## src/rtl/spi_rxq_pkg.sv

```systemverilog
package spi_rxq_pkg;
  typedef struct packed {
    logic push;
    logic pop;
    logic drop;
  } rxq_op_t;
endpackage

```

## src/rtl/rxq_store.sv

```systemverilog
module rxq_store #(
  parameter int DEPTH = 16,
  parameter int W     = 8,
  localparam int AW   = $clog2(DEPTH)
) (
  input  logic          clk,
  input  logic          we,
  input  logic [AW-1:0] waddr,
  input  logic [W-1:0]  wdata,
  input  logic [AW-1:0] raddr,
  output logic [W-1:0]  rdata
);
  logic [W-1:0] slot [DEPTH];

  for (genvar i = 0; i < DEPTH; i++) begin : g_slot
    logic slot_en;
    assign slot_en = we && (waddr == AW'(i));
    always_ff @(posedge clk) begin
      if (slot_en) slot[i] <= wdata;
    end
  end

  assign rdata = slot[raddr];
endmodule

```

## src/rtl/rxq_ctrl.sv

```systemverilog
module rxq_ctrl
  import spi_rxq_pkg::*;
#(
  parameter int DEPTH = 16,
  localparam int AW   = $clog2(DEPTH),
  localparam int CW   = $clog2(DEPTH + 1)
) (
  input  logic          clk,
  input  logic          rst_n,
  input  logic          shift_wr,
  input  logic          host_rd,
  output rxq_op_t       op,
  output logic [AW-1:0] wr_ptr,
  output logic [AW-1:0] rd_ptr,
  output logic [CW-1:0] count,
  output logic          empty,
  output logic          full_evt
);
  localparam logic [CW-1:0] FULL_CNT = CW'(DEPTH);
  localparam logic [AW-1:0] LAST_PTR = AW'(DEPTH - 1);

  logic          full;
  logic [AW-1:0] wr_ptr_nxt, rd_ptr_nxt;
  logic [CW-1:0] count_nxt;

  assign empty = (count == '0);
  assign full  = (count == FULL_CNT);

  always_comb begin
    op.pop  = host_rd && !empty;
    op.push = shift_wr && (!full || op.pop);
    op.drop = shift_wr && full && !op.pop;
  end

  always_comb begin
    wr_ptr_nxt = wr_ptr;
    rd_ptr_nxt = rd_ptr;
    count_nxt  = count;
    if (op.push) wr_ptr_nxt = (wr_ptr == LAST_PTR) ? '0 : wr_ptr + 1'b1;
    if (op.pop)  rd_ptr_nxt = (rd_ptr == LAST_PTR) ? '0 : rd_ptr + 1'b1;
    case ({op.push, op.pop})
      2'b10:   count_nxt = count + 1'b1;
      2'b01:   count_nxt = count - 1'b1;
      default: count_nxt = count;
    endcase
  end

  assign full_evt = (count_nxt == FULL_CNT) && !full;

  always_ff @(posedge clk or negedge rst_n) begin
    if (!rst_n) begin
      wr_ptr <= '0;
      rd_ptr <= '0;
      count  <= '0;
    end else begin
      if (op.push) wr_ptr <= wr_ptr_nxt;
      if (op.pop)  rd_ptr <= rd_ptr_nxt;
      if (op.push ^ op.pop) count <= count_nxt;
    end
  end
endmodule

```

## src/rtl/rxq_resp.sv

```systemverilog
module rxq_resp
  import spi_rxq_pkg::*;
#(
  parameter int W = 8
) (
  input  logic         clk,
  input  logic         rst_n,
  input  logic         host_rd,
  input  logic         empty,
  input  rxq_op_t      op,
  input  logic [W-1:0] head,
  input  logic         full_evt,
  output logic         ack,
  output logic         err,
  output logic [W-1:0] rdata,
  output logic         irq_full,
  output logic         irq_ovf
);
  logic         ack_nxt, err_nxt, irq_full_nxt, irq_ovf_nxt;
  logic [W-1:0] rdata_nxt;

  always_comb begin
    ack_nxt      = host_rd;
    err_nxt      = host_rd && empty;
    rdata_nxt    = op.pop ? head : '0;
    irq_full_nxt = full_evt;
    irq_ovf_nxt  = op.drop;
  end

  always_ff @(posedge clk or negedge rst_n) begin
    if (!rst_n) begin
      ack      <= 1'b0;
      err      <= 1'b0;
      rdata    <= '0;
      irq_full <= 1'b0;
      irq_ovf  <= 1'b0;
    end else begin
      ack      <= ack_nxt;
      err      <= err_nxt;
      rdata    <= rdata_nxt;
      irq_full <= irq_full_nxt;
      irq_ovf  <= irq_ovf_nxt;
    end
  end
endmodule

```

## src/rtl/spi_rx_queue.sv

```systemverilog
module spi_rx_queue
  import spi_rxq_pkg::*;
#(
  parameter int DEPTH = 16,
  parameter int W     = 8,
  localparam int AW   = $clog2(DEPTH),
  localparam int CW   = $clog2(DEPTH + 1)
) (
  input  logic          clk,
  input  logic          rst_n,
  input  logic          shift_wr,
  input  logic [W-1:0]  shift_data,
  input  logic          host_rd,
  output logic [W-1:0]  host_rdata,
  output logic          host_ack,
  output logic          host_err,
  output logic [CW-1:0] occupancy,
  output logic          irq_full,
  output logic          irq_ovf
);
  rxq_op_t       op;
  logic [AW-1:0] wr_ptr, rd_ptr;
  logic [W-1:0]  head;
  logic          empty, full_evt;

  rxq_ctrl #(.DEPTH(DEPTH)) u_ctrl (
    .clk      (clk),
    .rst_n    (rst_n),
    .shift_wr (shift_wr),
    .host_rd  (host_rd),
    .op       (op),
    .wr_ptr   (wr_ptr),
    .rd_ptr   (rd_ptr),
    .count    (occupancy),
    .empty    (empty),
    .full_evt (full_evt)
  );

  rxq_store #(.DEPTH(DEPTH), .W(W)) u_store (
    .clk   (clk),
    .we    (op.push),
    .waddr (wr_ptr),
    .wdata (shift_data),
    .raddr (rd_ptr),
    .rdata (head)
  );

  rxq_resp #(.W(W)) u_resp (
    .clk      (clk),
    .rst_n    (rst_n),
    .host_rd  (host_rd),
    .empty    (empty),
    .op       (op),
    .head     (head),
    .full_evt (full_evt),
    .ack      (host_ack),
    .err      (host_err),
    .rdata    (host_rdata),
    .irq_full (irq_full),
    .irq_ovf  (irq_ovf)
  );
endmodule

```

## config.mk

```make
export PLATFORM = sky130hd
export DESIGN_NAME = spi_rx_queue
export DESIGN_NICKNAME = d
export VERILOG_FILES = /design/src/rtl/spi_rxq_pkg.sv /design/src/rtl/rxq_store.sv /design/src/rtl/rxq_ctrl.sv /design/src/rtl/rxq_resp.sv /design/src/rtl/spi_rx_queue.sv
export SDC_FILE = /design/constraint.sdc
export NUM_CORES = 1
export LEC_CHECK = 0
export ABC_AREA = 0
export BUFFER_PORTS_ARGS = -buffer_cell sky130_fd_sc_hd__buf_2
export CORE_MARGIN = 3
export CORE_UTILIZATION = 30
export DETAILED_ROUTE_END_ITERATION = 12
export HOLD_SLACK_MARGIN = 0.06
export PLACE_DENSITY_LB_ADDON = 0.08
export RECOVER_POWER = 50
export SLEW_MARGIN = 20
export SYNTH_ARGS = -nofsm -noshare
export SYNTH_HDL_FRONTEND = slang
export SYNTH_SLANG_ARGS = --single-unit
```

## constraint.sdc

```tcl
create_clock -name clk -period 4.5 [get_ports clk]
set_input_delay 0.675 -clock clk [delete_from_list [all_inputs] [get_ports clk]]
set_output_delay 0.675 -clock clk [all_outputs]
set_load 0.02 [all_outputs]
```

==> results.toml, run 1 <==
[synthesis]
yosys_most_used_dff = "edfxtp_1"
synth_cell_type_count = 42
ys_warn_count = 0
syn-cell-area_mm2 = 0.00616
synth_largest_area_cell = "edfxtp_1"
async_flop_share = 0.163
syn-instance-count = 316
synth_nets = 334
synth.avg_cell_area_um2 = 19.5
synth-edff-count = 128
synth_top_area_share = 0.624
synth_area_leaders = "edfxtp_1, mux4_2, dfrtp_1"
ys_ff_latch = 153
ys_seq_area_frac = 0.725

[clock_tree]
cts.sinks = 153
path_clk_slew_ns = 0.07
cts_resized = 0
cts_root_buf = "clkbuf_16"
cts_made_buffers = 17
htreeDepth = 4
insertion_delay_ns = 0.42
clock_path_buffers = 2
tritoncts = "done"
post-cts-setup-buffers = 0
hold_buffers = 0

[detailed_routing]
drt_drc_violations_left = 0
wl_mm = 13.9
drt_first_pass_iters = 4
ant_nets = 0
drt_iter0_markers = 288
avgRoutedWirePerCell_um = 22.1
vias = 3001
routed_via_density = 4.77

[cells_and_area]
utilization = 0.360
final_cells = 629
finalNetCount = 369
syn2layout_area_growth_pct = 16.0
fillCellCount = 1839
diodes = 0
drive_above_1_share = 0.258
post-route-cell-area_mm2 = 0.00715

[setup_path]
crit_chain = "nor4_1 > a21oi_1 > xor2_1 > ha_1 > or3_1 > nor3_1 > o21ai_0 > a32o_1 > nor4b_2"
crit_fanout = 11
crit_path_start_kind = "flip-flop"
crit_arrival_ns = 3.27
worstSetupPathType = "flip-flop to flip-flop"
critPathSlowestCell = "nor4_1"
slowest_delay_ns = 0.64
cp-end-kind = "flip-flop"
required_ns = 4.80

[global_routing]
grt_pass1_wl_mm = 20.8
grt_pass1_vias = 3154
track_usage = 0.133
gr-total-overflow = 0
grt_max_degree = 26
antenna_found_initial = 1

[pwr]
p_sw_mw = 1.37
internal-power_mw = 3.09
sw_frac_of_total = 0.307
power_frac_seq = 0.444
finalPower_mw = 4.46
p_clk_frac = 0.306
combinationalPowerShare = 0.251
ir_drop_mv = 0.246
p_leak_nw = 2.40
powerDensity_mw_per_mm2 = 624

[timing]
setup_violations = 0
worst_pin_slew_ns = 1.49
slew_viol_final = 0
holdWs_ns = 0.561
finClkSkew_ns = 0.0103
setup_tns_ns = 0
layout_min_cycle_time_ns = 2.97
hold_viol_final = 0
relSlewSlack = 0.00783
rsz0062_at_grt = "no"
clock.fmax_mhz = 336
final.setup.worst_slack_ns = 1.53
period_share = 0.660

[floorplan]
core_mm2 = 0.0198
start_util = 0.311
die-area_mm2 = 0.0223
die_h_um = 149
rows = 51
die_w_um = 149
ioPinCount = 29

[place]
post-place-ws_ns = 1.58
io_buffers = 28
place_area_mm2 = 0.00660
gp_congestion = 0.744
dpl.hpwl_mm = 8.60
dp_cells = 597

[flow_run]
maxCapViolCount = 1

[worst_hold_path]
hold_path.class = "flip-flop to flip-flop"

[outcome]
status = "finished, violations left"
violations = "capacitance limit"
==> flip-flops by register name (all words and copies together), names as in the netlist <==
name	cells
u_resp.irq_full	1
u_store.slot	128
u_ctrl.wr_ptr	4
u_resp.err	1
u_resp.ack	1
u_resp.rdata	8
u_resp.irq_ovf	1
u_ctrl.count	5
u_ctrl.rd_ptr	4
==> cell families after synthesis <==
| family | Yosys count | share of synthesized area |
|---|---|---|
| compound gates | 28 | 0.0319 |
| xor+xnor | 6 | 0.00853 |
| fa+ha+maj | 6 | 0.0122 |
| buf+inv | 21 | 0.0152 |
| flops | 153 | 0.725 |
| mux | 42 | 0.150 |
| simple gates | 60 | 0.0572 |
==> routing by layer <==
metal	track usage	vias up	wire (µm)
met5	0	-	13
met4	0.0398	2	131
met3	0.0356	13	616
met2	0.206	67	6680
met1	0.184	1573	6440
li1	-	1346	-
==> power by group through the flow <==
stage          logic (mW)  clock network [mW]  registers (mW)
6_report             1.12                1.36            1.98
3_3_place_gp         1.15                   0            2.01
2_1_floorplan       0.895                   0            1.88
4_1_cts              1.15                1.40            1.99
5_1_grt              1.22                1.47            2.02
3_5_place_dp         1.15                   0            2.02
==> area by class of cell <==
cell class,instances,area [µm²],share of cell area
well taps,265,332,0.0464
repair buffers,33,158,0.0220
clock inverters,11,82.6,0.0115
clock buffers,21,493,0.0689
inverters,4,15.0,0.00210
multi-input cells,142,1600,0.224
flip-flops and latches,153,4470,0.625
==> cells in the mapped netlist, drive strengths merged, types with 3 or more instances <==
cell type	instances
edfxtp	128
mux4	40
and2	25
dfrtp	25
clkbuf	9
nand2	9
o21ai	9
buf	8
ha	6
nor2	5
xnor2	5
a21oi	4
inv	4
nand2b	4
nand3	4
nor3	3
==> path summary, 6_finish.rpt <==
| kind | startpoint | end | slack, ns | cells after the start |
|---|---|---|---|---|
| min in group asynchronous | rst_n | u_resp.irq_ovf | 0.60 | 1 |
| hold reg to reg | u_ctrl.wr_ptr[3] | u_ctrl.wr_ptr[3] | 0.56 | 2 |
| max in group asynchronous | rst_n | u_ctrl.rd_ptr[0] | 2.93 | 1 |
| hold / removal | u_ctrl.wr_ptr[3] | u_ctrl.wr_ptr[3] | 0.56 | 2 |
| setup reg to reg | u_ctrl.count[0] | u_resp.irq_full | 1.53 | 9 |
| setup / recovery | u_ctrl.count[0] | u_resp.irq_full | 1.53 | 9 |
==> cells in the final DEF (no fill, tap or decap), types with 2 or more instances in the layout <==
| cell | instances |
|---|---|
| nand2_1 | 9 |
| edfxtp_1 | 128 |
| clkbuf_16 | 19 |
| inv_1 | 4 |
| nand2b_1 | 4 |
| and3_1 | 2 |
| nand3_1 | 4 |
| and2_1 | 25 |
| inv_6 | 2 |
| mux4_2 | 40 |
| ha_1 | 6 |
| nor3_1 | 3 |
| clkinv_4 | 4 |
| inv_4 | 2 |
| clkbuf_1 | 17 |
| mux2_2 | 2 |
| buf_4 | 5 |
| nor2_1 | 5 |
| o2111ai_1 | 2 |
| clkinv_2 | 2 |
| xnor2_1 | 5 |
| a21o_1 | 2 |
| and4_1 | 2 |
| o21ai_0 | 8 |
| buf_2 | 12 |
| a21oi_1 | 4 |
| dfrtp_1 | 24 |
==> worst max-delay path, delay by kind of cell, from the launching register on <==
| family | cells | cell delay (ns) |
|---|---|---|
| flip-flops | 1 | 0.51 |
| AND/OR/NAND/NOR | 4 | 1.31 |
| XOR/XNOR | 1 | 0.19 |
| adder cells (fa/ha/maj) | 1 | 0.23 |
| AO/OA/AOI/OAI | 3 | 0.60 |
Note: power is estimated with default switching activity, not from simulation.
==> run 2: changes to the inputs <==
clock period = 2.6 ns   (was 4.5 ns; I/O delays follow)
==> results.toml, run 2 (synthesis gave the netlist of run 1 again) <==
[setup_path]
crit_path_start_kind = "flip-flop"
crit_fanout = 7
cp-end-kind = "flip-flop"
crit_arrival_ns = 2.73
r2r-end = "u_resp.irq_full"
r2r_cells = 9
required_ns = 2.89
worstSetupPathType = "flip-flop to flip-flop"
timing.rr.start = "u_ctrl.count[0]"
reg2reg_slack_ns = 0.16

[place]
io_buffers = 28
gp_congestion = 0.773
dp_cells = 615
dpl.hpwl_mm = 9.02
post-place-ws_ns = 0.151

[worst_hold_path]
min_to = "u_resp.ack"
hold_path.class = "primary input to flip-flop"
holdCritStartpoint = "host_rd"
holdPathStages = 1

[timing]
setup_violations = 0
worst_pin_slew_ns = 1.36
hold_viol_final = 0
rsz0062_at_grt = "no"
final.setup.worst_slack_ns = 0.158
slew_viol_final = 0
setup_tns_ns = 0
relSlewSlack = 0.0937
clock.fmax_mhz = 409
finClkSkew_ns = 0.00663
period_share = 0.939
layout_min_cycle_time_ns = 2.44

[global_routing]
grt_max_degree = 37
grt_pass1_wl_mm = 20.9
grt_pass1_vias = 3164
antenna_found_initial = 0
track_usage = 0.131
gr-total-overflow = 0

[clock_tree]
cts_resized = 0
cts_root_buf = "clkbuf_16"
cts_made_buffers = 17
clock_path_buffers = 2
htreeDepth = 4
hold_buffers = 1
path_clk_slew_ns = 0.06
tritoncts = "done"
post-cts-setup-buffers = 0
cts.sinks = 153
insertion_delay_ns = 0.42

[detailed_routing]
wl_mm = 13.6
routed_via_density = 4.73
drt_drc_violations_left = 0
drt_first_pass_iters = 5
drt_iter0_markers = 215
avgRoutedWirePerCell_um = 21.0
ant_nets = 0
vias = 3064

[floorplan]
start_util = 0.311
die_h_um = 149
rows = 51
die_w_um = 149
ioPinCount = 29
core_mm2 = 0.0198
die-area_mm2 = 0.0223

[pwr]
powerDensity_mw_per_mm2 = 1090
p_leak_nw = 2.49
ir_drop_mv = 0.439

[cells_and_area]
top_register = "u_store.slot"
syn2layout_area_growth_pct = 19.4
top_regs = "u_store.slot x128, u_resp.rdata x8, u_ctrl.count x5"
final_cell_mix = "edfxtp_1, mux4_2, and2_1, dfrtp_1, buf_4"
diodes = 0
finalNetCount = 388
drive_above_1_share = 0.298
final_common_cell = "edfxtp_1"
largest_reg_flops = 128
fillCellCount = 1812
final_cells = 648

[flow_run]
maxCapViolCount = 0

[outcome]
status = "finished clean"
## run 2: cell types whose count changed in the layout (fill, tap and decap cells not counted), moves of 2 or more
cell / previous run / this run
clkinvlp_4: 1 / 5
bufinv_16: 0 / 2
buf_4: 5 / 19
clkinv_4: 4 / 2
inv_4: 2 / 0
clkbuf_16: 19 / 17
inv_6: 2 / 4
buf_12: 0 / 3
## run 2: worst max path at each step
stage                         start  cells past startpoint         endpoint
finish              u_ctrl.count[0]                      9  u_resp.irq_full
global placement    u_ctrl.count[0]                      9  u_resp.irq_full
global route        u_ctrl.count[0]                      9  u_resp.irq_full
detailed placement  u_ctrl.count[0]                      9  u_resp.irq_full
floorplan           u_ctrl.count[0]                     10  u_resp.irq_full
CTS                 u_ctrl.count[0]                      9  u_resp.irq_full
## run 2: critical path, stage by stage, from the launching register on
cell     delay (ns)
dfrtp_1        0.47
nor4_4         0.31
a21oi_1        0.14
xor2_1         0.16
ha_1           0.24
or3_1          0.35
nor3_1         0.18
o21ai_0        0.10
a32o_1         0.22
nor4b_2        0.15
## run 2: power breakdown
group          switching (mW)  internal [mW]
Clock                    1.01           1.43
Combinational            1.17           1.16
Sequential              0.286           2.99
Total                    2.47           5.58
## run 2: through the flow
| step | total power, mW | instance area, µm² | utilization | hold slack (ns) |
|---|---|---|---|---|
| floorplan | 4.83 | 6180 | - | 0.0944 |
| global placement | 5.77 | 6780 | 0.342 | 0.428 |
| detailed placement | 5.74 | 6780 | 0.342 | 0.431 |
| CTS | 8.21 | 7380 | 0.372 | 0.178 |
| global route | 8.50 | 7360 | 0.371 | 0.298 |
| finish | 8.05 | 7360 | 0.371 | 0.291 |
## run 2: area by class of cell
class / count / area (µm²) / share of cell area
multi-input cells: 142 / 1620 / 0.219
well taps: 265 / 332 / 0.0450
inverters: 4 / 15.0 / 0.00204
repair buffers: 52 / 338 / 0.0459
clock buffers: 17 / 425 / 0.0578
flip-flops and latches: 153 / 4470 / 0.607
clock inverters: 15 / 166 / 0.0226
## run 2: layer usage
layer / track usage / wire length [µm] / up-vias
met5: 0 / 0 / -
met4: 0.0426 / 170 / 0
met3: 0.0301 / 451 / 14
met2: 0.186 / 6140 / 48
met1: 0.201 / 6870 / 1616
li1: - / - / 1386
==> run 3: changes to the inputs <==
SETUP_SLACK_MARGIN = 0.4   (was default)
==> results.toml, run 3 (synthesis gave the netlist of run 1 again) <==
[timing]
holdWs_ns = 0.294
period_share = 0.881
setup_violations = 0
finClkSkew_ns = 0.00857
slew_viol_final = 26
worst_pin_slew_ns = 1.54
layout_min_cycle_time_ns = 2.29
hold_viol_final = 0
setup_tns_ns = 0
rsz0062_at_grt = "yes"
clock.fmax_mhz = 437
relSlewSlack = -0.0281
final.setup.worst_slack_ns = 0.310

[place]
gp_congestion = 0.767
io_buffers = 28
post-place-ws_ns = 0.163
dpl.hpwl_mm = 9.21

[worst_hold_path]
hold_path.class = "primary input to flip-flop"
min_to = "u_resp.ack"
holdPathStages = 1
holdCritStartpoint = "host_rd"

[cells_and_area]
top_register = "u_store.slot"
final_cell_mix = "edfxtp_1, mux4_2, buf_4, dfrtp_1"
fillCellCount = 1834
syn2layout_area_growth_pct = 21.1
top_regs = "u_store.slot x128, u_resp.rdata x8, u_ctrl.count x5"
largest_reg_flops = 128
finalNetCount = 398
final_common_cell = "edfxtp_1"
drive_above_1_share = 0.351

[clock_tree]
path_clk_slew_ns = 0.06
cts_made_buffers = 17
clock_path_buffers = 2
cts.sinks = 153
htreeDepth = 4
insertion_delay_ns = 0.42
cts_root_buf = "clkbuf_16"
tritoncts = "done"

[setup_path]
r2r-end = "u_resp.irq_full"
timing.rr.start = "u_ctrl.count[3]"
crit_arrival_ns = 2.59
required_ns = 2.90
r2r_cells = 9
critPathSlowestCell = "dfrtp_2"
slowest_delay_ns = 0.42
critPathTopFamily = "simple AND/OR/NAND/NOR gates"
cp_num_buf_inv = 0
cp-end-kind = "flip-flop"
path_depth = 9
crit_path_start_kind = "flip-flop"
worstSetupPathType = "flip-flop to flip-flop"
crit_fanout = 3
reg2reg_slack_ns = 0.31
crit_chain = "nor4_4 > a21oi_2 > xor2_1 > ha_2 > or3_1 > nor3_2 > o21ai_1 > a32o_2 > nor4b_2"

[global_routing]
grt_max_degree = 37
gr-total-overflow = 0
grt_pass1_vias = 3384
antenna_found_initial = 0
grt_pass1_wl_mm = 22.1
track_usage = 0.140

[outcome]
status = "finished, violations left"
violations = "capacitance limit, slew limit"

[floorplan]
rows = 51
die_w_um = 149
start_util = 0.311
core_mm2 = 0.0198
die-area_mm2 = 0.0223
die_h_um = 149
ioPinCount = 29

[flow_run]
maxCapViolCount = 1

[detailed_routing]
routed_via_density = 4.74
avgRoutedWirePerCell_um = 21.9
drt_first_pass_iters = 6
vias = 3124
ant_nets = 0
wl_mm = 14.4
drt_drc_violations_left = 0
drt_iter0_markers = 199

[pwr]
powerDensity_mw_per_mm2 = 1080
p_leak_nw = 2.57
ir_drop_mv = 0.467
-- run 3: changes by cell type in the layout (fill, tap and decap cells not counted), sizes merged --
cell / delta
inv: -4
clkinvlp: -2
clkinv: +2
buf: +10
diode: +1
clkbuf: +4
-- run 3: worst max path at each step --
stage | slack, ns | startpoint | endpoint
detailed placement | 0.16 | shift_wr | u_resp.irq_full
finish | 0.31 | u_ctrl.count[3] | u_resp.irq_full
global route | 0.18 | u_ctrl.count[3] | u_resp.irq_full
CTS | 0.29 | u_ctrl.count[3] | u_resp.irq_full
global placement | 0.21 | shift_wr | u_resp.irq_full
floorplan | 0.18 | u_ctrl.count[0] | u_resp.irq_full
-- run 3: cell type report --
type                    count  area [µm²]  area share
diodes                      1        2.50    0.000335
clock inverters            11         120      0.0161
clock buffers              21         470      0.0630
inverters                   4        15.0     0.00201
well taps                 265         332      0.0444
repair buffers             62         400      0.0536
flip-flops and latches    153        4470       0.599
multi-input cells         142        1650       0.221
-- run 3: per-layer routing --
| layer | wire length (µm) | vias up | track usage |
|---|---|---|---|
| met5 | 0 | - | 0 |
| met3 | 472 | 12 | 0.0380 |
| met1 | 6680 | 1664 | 0.192 |
| li1 | - | 1404 | - |
| met2 | 7120 | 44 | 0.222 |
| met4 | 157 | 0 | 0.0371 |
-- run 3: where the power goes --
group          switching [mW]  internal, mW
combinational            1.24          1.20
sequential              0.200          2.99
clock                   0.959          1.49
total                    2.40          5.67
-- run 3: repair_timing --
item / 4_1_cts / 5_1_grt
endpoints found under the setup margin: 67 / 130
hold buffers: 1 / 0
endpoints found under the hold margin: 25 / 0
pin swaps: 2 / 0
gates cloned: 0 / 0
setup buffers: 3 / 3
resized for setup: 9 / 7
-- run 3: stage by stage --
stage | instance area, µm² | instances | total power [mW] | utilization
floorplan | 6200 | 316 | 4.86 | -
global placement | 6820 | 619 | 5.70 | 0.344
detailed placement | 6820 | 619 | 5.69 | 0.344
CTS | 7450 | 655 | 8.21 | 0.376
global route | 7460 | 658 | 8.53 | 0.376
finish | 7470 | 659 | 8.08 | 0.376
